### config.mk
export PLATFORM = sky130hd
export DESIGN_NAME = mon_sense_seq
export DESIGN_NICKNAME = d
export VERILOG_FILES = /design/src/rtl/mon_sense_seq.sv
export SDC_FILE = /design/constraint.sdc
export NUM_CORES = 1
export LEC_CHECK = 0
export ABC_AREA = 1
export BUFFER_PORTS_ARGS = -buffer_cell sky130_fd_sc_hd__buf_2
export CAP_MARGIN = 20
export CORE_AREA = 2 2 50 86
export CTS_CLUSTER_DIAMETER = 120
export DETAILED_ROUTE_END_ITERATION = 8
export DIE_AREA = 0 0 52 88
export PLACE_DENSITY = 0.6
export SETUP_SLACK_MARGIN = 0.15
export SLEW_MARGIN = 20
export SYNTH_ARGS = -nofsm -noshare
export SYNTH_HDL_FRONTEND = slang
export SYNTH_SLANG_ARGS = --single-unit
### constraint.sdc
create_clock -name clk -period 1.7 [get_ports clk]
set_input_delay 0.085 -clock clk [delete_from_list [all_inputs] [get_ports clk]]
set_output_delay 0.085 -clock clk [all_outputs]
set_load 0.005 [all_outputs]
### src/rtl/mon_sense_seq.sv
module mon_sense_seq #(
  parameter int SHORT_WAIT = 200,
  parameter int LONG_WAIT  = 2000
) (
  input  logic        clk,
  input  logic        rst_n,
  input  logic        start,
  input  logic [2:0]  line_in,
  output logic [2:0]  drv_val,
  output logic [2:0]  drv_en,
  output logic        done,
  output logic [10:0] code
);
  localparam int MAXW = (SHORT_WAIT > LONG_WAIT) ? SHORT_WAIT : LONG_WAIT;
  localparam int CW   = $clog2(MAXW + 1);

  typedef enum logic [2:0] {IDLE, PRECHG, FLOAT, LOW_A, LOW_B, LOW_C} st_t;

  st_t          st;
  logic [CW-1:0] cnt;
  logic [10:0]  work;
  logic [10:0]  code_q;
  logic         done_q;
  logic         last;

  assign last = (st == PRECHG) ? (cnt == CW'(SHORT_WAIT - 1))
                               : (cnt == CW'(LONG_WAIT - 1));

  always_ff @(posedge clk) begin
    if (!rst_n) begin
      st     <= IDLE;
      cnt    <= '0;
      work   <= '0;
      code_q <= '0;
      done_q <= 1'b0;
    end else begin
      done_q <= 1'b0;
      if (st == IDLE) begin
        if (start) begin
          st   <= PRECHG;
          cnt  <= '0;
          work <= '0;
        end
      end else if (!last) begin
        cnt <= cnt + 1'b1;
      end else begin
        cnt <= '0;
        case (st)
          PRECHG: st <= FLOAT;
          FLOAT: begin
            work[10:8] <= {line_in[0], line_in[1], line_in[2]};
            st <= LOW_A;
          end
          LOW_A: begin
            work[5:4] <= {line_in[1], line_in[2]};
            st <= LOW_B;
          end
          LOW_B: begin
            work[3:2] <= {line_in[0], line_in[2]};
            st <= LOW_C;
          end
          default: begin
            code_q <= {work[10:2], line_in[0], line_in[1]};
            done_q <= 1'b1;
            st     <= IDLE;
          end
        endcase
      end
    end
  end

  always_comb begin
    case (st)
      PRECHG:  drv_en = 3'b111;
      LOW_A:   drv_en = 3'b001;
      LOW_B:   drv_en = 3'b010;
      LOW_C:   drv_en = 3'b100;
      default: drv_en = 3'b000;
    endcase
  end

  assign drv_val = (st == PRECHG) ? 3'b111 : 3'b000;
  assign done    = done_q;
  assign code    = code_q;

  a_r2_high_only_all: assert property (@(posedge clk) disable iff (!rst_n)
    (drv_val != 3'b000) |-> (drv_en == 3'b111));
  a_r8_done_pulse: assert property (@(posedge clk) disable iff (!rst_n)
    done |=> !done);
  a_r8_done_released: assert property (@(posedge clk) disable iff (!rst_n)
    done |-> (drv_en == 3'b000));
  a_r8_code_moves_on_done: assert property (@(posedge clk) disable iff (!rst_n)
    (code != $past(code)) |-> done);
  a_r7_zero_gap: assert property (@(posedge clk) disable iff (!rst_n)
    code[7:6] == 2'b00);
  a_r9_busy_start: assert property (@(posedge clk) disable iff (!rst_n)
    (st != IDLE && start) |=> !(st == PRECHG && cnt == '0));
  a_r4_single_low: assert property (@(posedge clk) disable iff (!rst_n)
    (drv_en != 3'b111) |-> $onehot0(drv_en));
endmodule

# Word-level counts from Yosys, hierarchy flattened
# Cells that the tools add are included.
[op_classes]
n_eq_ne = 8
muxes = 19
n_reduce_logical = 12
bitwise = 4
addsub = 1
[ops]
columns = ["op", "count"]
rows = [
  ["two-way mux 11 bit", 4],
  ["one-hot mux 3 bit (4 select lines)", 2],
  ["two-way mux 3 bit", 7],
  ["AND reduction 3 bit", 4],
  ["adder 11 x 1 -> 11 bit, second input constant", 1],
  ["== test 11 bit, second input constant", 1],
  ["== test 11 x 8 -> 1 bit, second input constant", 1],
  ["two-way mux 4 bit", 2],
  ["nonzero test 2 bit", 4],
  ["== test 3 x 2 -> 1 bit, second input constant", 2],
  ["== test 3 bit, second input constant", 2],
  ["two-way mux 2 bit", 2],
  ["NOT 1 bit", 4],
  ["OR reduction 4 bit", 1],
  ["== test 3 x 1 -> 1 bit, second input constant", 1],
  ["logical NOT 3 bit", 1],
  ["OR reduction 3 bit", 1],
  ["two-way mux 1 bit", 2],
  ["!= test 2 bit, second input constant", 1],
  ["AND reduction 2 bit", 1],
]
[totals]
reg_bits = 31
out_inout_bits = 18
elab_cells = 51
input_bits = 6

# Logic depth before layout (Yosys ltp)
# Gate-level depths: netlist of the first run.
[depth]
depth_word = 4
ltp_mapped = 11
mapped_depth_nobuf = 11

# Worst setup path after synthesis of the first run
# No wires, ideal clock.
[synth_path]
path_type = "reg-to-reg"
startpoint = "register cnt[0]"
endpoint = "register code_q[9] (netlist: code[9])"
required_time_ns = 1.634
path_slack_ns = 0.115
period_less_slack_ns = 1.585
setup_ns = 0.066
arrival_ns = 1.519
path_buffers = 1
stages_incl_launch_ff = 9
cell_sequence = "dfxtp_1 ha_1 nand2_1 nor3_1 nand3_4 nor2_4 buf_6 o21ai_1 a21oi_2"
[synth_between]
elab_chain_len = 3
word_cells_on_any_way = 4
cone_classes = "eq/ne: 2; mux: 1; reduce/logical: 1"
[synth_rtl]
columns = ["element", "line_no", "rtl"]
rows = [
  ["start, declared", "20", "logic [CW-1:0] cnt;"],
  ["start signal, assigned", "45", "cnt <= cnt + 1'b1;"],
  ["== test 11 bit or == test 11 x 8 -> 1 bit (tied branches)", "27, 26", ""],
  ["two-way mux 1 bit (*)", "26", "assign last = (st == PRECHG) ? (cnt == CW'(SHORT_WAIT - 1))"],
  ["AND reduction 3 bit (no line) (*)", "n/a", ""],
  ["end signal, assigned", "63", "code_q <= {work[10:2], line_in[0], line_in[1]};"],
  ["end, declared", "22", "logic [10:0] code_q;"],
]
# Every way passes the cells marked *; elsewhere a longest branch is shown, timed or not.
# A chain may end at the register's enable or synchronous reset.

# Worst setup path in the final report of the first run
[layout_path]
startpoint = "register cnt[1]"
endpoint = "register code_q[5] (netlist: code[5])"
# Same word-level chain as after synthesis.

==> results of run 1 <==
## metrics by stage
| stage | hold slack, ps | util | total power (uW) |
|---|---|---|---|
| floorplan | 228.9 | - | 1753 |
| global placement | 344.0 | 0.4317 | 2043 |
| detailed placement | 356.9 | 0.4317 | 2053 |
| CTS | 50.82 | 0.4964 | 2733 |
| global route | 83.21 | 0.5372 | 3122 |
| finish | 54.94 | 0.5372 | 2884 |
## flip-flops by register name (all words and copies together) (netlist names)
name / count
st: 3
done: 1
cnt: 11
code: 9
work: 7
## layer usage
layer | GRT usage | routed length, um | share of wire | vias to the layer above
met4 | 0.1100 | 144 | 0.035 | 0
met3 | 0.03072 | 106 | 0.026 | 12
met2 | 0.3406 | 2360 | 0.57 | 38
met1 | 0.2036 | 1538 | 0.37 | 716
li1 | - | - | - | 772
met5 | 0 | 0 | 0 | -
## worst register-to-register path: cells and delay by family (launching register included)
family	cells	cell delay (ps)
adders and majority gates	1	150
DFF	1	360
and+or+nand+nor	4	570
AOI/OAI and AO/OA	2	180
buffers and inverters	2	240
## final cells by class
| class | instances | area [sq um] |
|---|---|---|
| clock inverter | 1 | 5.005 |
| fill | 378 | 1789 |
| clock buffer | 7 | 76.32 |
| sequential | 31 | 636.9 |
| tap | 48 | 60.06 |
| multi-input combinational | 149 | 825.8 |
| timing repair buffer | 47 | 367.9 |
| inverter | 28 | 105.1 |
## cells in the mapped netlist
cell,instances
buf_6,1
nand2_4,1
nand3_2,3
nor3_1,3
nand2_1,47
clkinv_1,1
nand3_1,11
nor2_1,32
a21oi_2,1
buf_4,4
a21oi_1,19
nor2_2,1
clkbuf_1,1
nand3_4,1
conb_1,1
dfxtp_1,31
o21ai_0,17
nor2_4,1
buf_2,3
ha_1,1
nand4_1,4
xor2_1,3
inv_1,27
o21ai_1,1
## cells by family after synthesis
logic type	synth area share
AO/OA/AOI/OAI	0.1301
XOR/XNOR	0.01764
adder cells (fa/ha/maj)	0.008395
buffers and inverters	0.1108
flip-flops	0.4165
other	0.002516
AND/OR/NAND/NOR	0.3140
## repair_timing
action                                  CTS  global route
endpoints found under the setup margin   18            21
buffers inserted                          9             8
gates resized for setup                  15            34
pin swaps                                 7            11
gates cloned                              3             0
## path summary, 6_finish.rpt
check | depth (start not counted) | start | slack, ps | endpoint
worst min register to register | 2 | work[4] | 450 | code[4]
worst max register to register | 9 | cnt[1] | 120 | code[5]
worst min-delay path | 3 | line_in[1] | 50 | code[0]
worst max-delay path | 9 | cnt[1] | 120 | code[5]
## power breakdown
| group | leakage (uW) | total [uW] | switching [uW] | internal, uW |
|---|---|---|---|---|
| Clock | 0.0000422 | 560 | 274 | 287 |
| Sequential | 0.000255 | 961 | 90.1 | 871 |
| Combinational | 0.000651 | 1360 | 864 | 499 |
==> run metrics, run 1 <==
Final Max Tran Viols=0; Synth top area share=0.4165; count of final hold-check violations=0; Pwr Density=1389 mW/mm^2; pre-CTS setup slack=55.50 ps; vias per cell=4.945; antenna violations before repair=0; critical path type=register to register; Initial DRC Count=22; register area share after synthesis=0.4165; vias in the first global route=1460; maxcap violations=0; min-delay worst type=input pin to register; PortBufs=21; Final Cycle Share=0.9268; CP Capture Type=register; ANT nets after route=0; Synth cell types=24; Overall Global Routing Usage=0.1903; Post-Place Cells=283; # IOs=24; min Tclk post-route=1575 ps; CTS max path bufs=2; Worst path slowest cell=dfxtp_4; mapped cell area=0.001490 sq mm; CTS tree=done; post-route setup slack=124.5 ps; commonest cells after routing, fill and taps aside=nand2_1 (43), nor2_1 (27), dfxtp_1 (26); Final HPWL DP=2.518 mm; n_diodes=0; worst-path maximum fanout=5; Worst Path Buf+Inv=2; Max Freq=634.7 MHz; crit start category=register; flops & latches, synth=31; unrepaired setup endpoints after global routing=true; Critical Path RT=1920 ps; grt ovf=0; post-layout instance area=0.002077 sq mm; gate count after technology mapping=215; initial core utilization=0.3854; share of cells above drive strength 1=0.3384; Root Driver=clkbuf_8; routability congestion estimate=0.8813; synth warn=0; Area contributors post-synth=dfxtp_1 (42%), nand2_1 (12%), nor2_1 (8.1%); Clock Sinks=31; clk_skew=3.297 ps; WP data arrival=1790 ps; height of the die=88 um; peak supply drop=0.9041 mV; CP Cell Sequence=ha_4, nand2_4, nor3_4, nand3_4, nor2_4, buf_6, buf_16, o21ai_0, a21oi_1; die width=52 um; syn avg cell area=6.931 sq um; WL final=4.149 mm; Num CTS Buffers=5; DR pass1 iterations=6; leading area contributor after synthesis=dfxtp_1; Total Nets Final=269; WL/cell=13.34 um; cell family with most CP delay=simple AND/OR/NAND/NOR gates; Leak=0.0009480 uW; Reg clk slew, reported paths=70 ps; slowest stage delay, CP=360 ps; Worst-Skew Late Latency=280 ps; DR vias=1538; H-tree levels=2; core area=0.003866 sq mm; Post-DP Area=0.001669 sq mm; status=complete, no violations; # setup viols final=0; DR DRC count=0; FP Rows=30; non-filler cells, final=311; Post-CTS Hold Fix Bufs=0; commonest non-fill, non-tap cell in the layout=nand2_1; die area=0.004576 sq mm; Layout area overhead=39.38%; Setup TNS Final=0 ps; largest net degree at the start of global routing=22; first-pass GRT wire length=6.403 mm
No activity file was read; power rests on OpenSTA's default activity.
==> run 2: changes to the inputs <==
--- a/config.mk
+++ b/config.mk
@@ -9,6 +9,7 @@
 export BUFFER_PORTS_ARGS = -buffer_cell sky130_fd_sc_hd__buf_2
 export CAP_MARGIN = 20
 export CORE_AREA = 2 2 50 86
+export CTS_BUF_LIST = sky130_fd_sc_hd__clkbuf_2
 export CTS_CLUSTER_DIAMETER = 120
 export DETAILED_ROUTE_END_ITERATION = 8
 export DIE_AREA = 0 0 52 88
==> run metrics, run 2 (same netlist as run 1, synthesis figures left out) <==
CP Capture Type=register; Top reg by flops=cnt; CTS max path bufs=2 (unchanged); core area=0.003866 sq mm (unchanged); # IOs=24 (unchanged); vias in the first global route=1469 (+0.62%); hold_ws=87.53 ps (+32.59 ps); Final HPWL DP=2.518 mm (unchanged); # setup viols final=0 (unchanged); Final Max Tran Viols=0 (unchanged); H-tree levels=2 (unchanged); antenna violations before repair=0 (unchanged); Initial DRC Count=30 (+36%); Total Nets Final=268 (-0.37%); max reg flops=11 (unchanged); height of the die=88 um (unchanged); first-pass GRT wire length=6.486 mm (+1.3%); R2R Setup Slk=80 ps (-40 ps); min Tclk post-route=1618 ps (+42.15 ps); WL/cell=13.88 um (+4.0%); commonest cells after routing, fill and taps aside=nand2_1 (42), nor2_1 (26), inv_1 (25); Num CTS Buffers=5 (unchanged); PortBufs=21 (unchanged); Reg clk slew, reported paths=180 ps (+110 ps); Layout area overhead=41.98%; Worst Path Buf+Inv=2 (unchanged); n_diodes=0 (unchanged); unrepaired setup endpoints after global routing=true; Overall Global Routing Usage=0.1903 (unchanged); Hold Crit Start=rst_n; r2r worst-path depth=8 (-1); Worst path slowest cell=dfxtp_2; min-delay worst type=input pin to register; Root Driver=clkbuf_2; peak supply drop=0.8200 mV (-9.3%); slowest stage delay, CP=390 ps (+30 ps); worst-path maximum fanout=4 (-1); DR DRC count=0 (unchanged); largest net degree at the start of global routing=22 (unchanged); Clock Sinks=31 (unchanged); Leak=0.0009441 uW (-0.41%); WP data arrival=1890 ps (+100 ps); crit start category=register; die width=52 um (unchanged); DR vias=1551 (+0.85%); WL final=4.303 mm (+3.7%); commonest non-fill, non-tap cell in the layout=nand2_1; status=complete, no violations; count of final hold-check violations=0 (unchanged); FP Rows=30 (unchanged); initial core utilization=0.3854 (unchanged); critical path type=register to register; worst r2r src=cnt[1]; grt ovf=0 (unchanged); hold depth=3 (unchanged); Final Cycle Share=0.9516 (+0.02480); Setup TNS Final=0 ps (unchanged); Hold EP=cnt[8]; CP Cell Sequence=ha_4, nand2_4, nor3_4, nand3_4, nor2_4, buf_12, clkbuf_16, a21oi_2; routability congestion estimate=0.8813 (unchanged); clk_skew=23.66 ps (+20.36 ps); maxcap violations=0 (unchanged); CTS tree=done; cell family with most CP delay=simple AND/OR/NAND/NOR gates; Critical Path RT=1970 ps (+50 ps); vias per cell=5.003 (+1.2%); share of cells above drive strength 1=0.3855 (+0.04709); die area=0.004576 sq mm (unchanged); DR pass1 iterations=4 (-2); Max Freq=618.2 MHz (-2.6%); ANT nets after route=0 (unchanged); Worst-Skew Late Latency=380 ps (+100 ps); Pwr Density=1329 mW/mm^2 (-4.3%); reg2reg end=code[9]
## run 2: worst max path at each step
stage	depth (start not counted)	to	from
after floorplan	8	code[9]	cnt[0]
after global placement	8	code[10]	cnt[0]
after detailed placement	9	work[10]	cnt[1]
after CTS	8	code[10]	cnt[0]
after global routing	9	code[5]	cnt[8]
final	8	code[9]	cnt[1]
## run 2: worst min-delay path, cell delays in order
cell	delay, ps
buf_2	110
clkinv_1	190
a21oi_1	60
## run 2: area by class of cell
cell class | count | area [sq um]
clock inverters | 1 | 5.005
inverters | 28 | 105.1
flip-flops and latches | 31 | 634.4
well taps | 48 | 60.06
fillers | 375 | 1750
multi-input cells | 148 | 870.8
clock buffers | 7 | 35.03
repair buffers | 47 | 405.4
## run 2: metal layers
layer / routed length (um) / global-route usage / up-vias
met5: 0 / 0 / -
met3: 162 / 0.03242 / 10
met4: 115 / 0.09569 / 0
met1: 1496 / 0.1972 / 735
li1: - / - / 769
met2: 2529 / 0.3533 / 37
## run 2: repair_timing
action / 4_1_cts / 5_1_grt
gates cloned: 1 / 2
gates resized for setup: 16 / 46
endpoints found under the hold margin: 2 / 0
pin swaps: 4 / 17
setup buffers: 7 / 7
setup endpoints to repair: 20 / 23
hold buffers: 2 / 0
## run 2: stage by stage
stage | worst slack (ps) | utilization | total power [uW] | instances | area [sq um]
final | 82.35 | 0.5472 | 2813 | 310 | 2116
after global routing | 12.96 | 0.5472 | 3041 | 310 | 2116
after CTS | 139.0 | 0.4877 | 2629 | 301 | 1886
after detailed placement | 55.50 | 0.4317 | 2053 | 283 | 1669
after global placement | 158.3 | 0.4317 | 2043 | 283 | 1669
after floorplan | 201.0 | - | 1753 | 216 | 1499
## run 2: report_power, final
part           total, uW  switching, uW  internal [uW]
combinational       1480            918            563
sequential           957           89.6            868
clock                375            262            112
total               2810           1270           1540
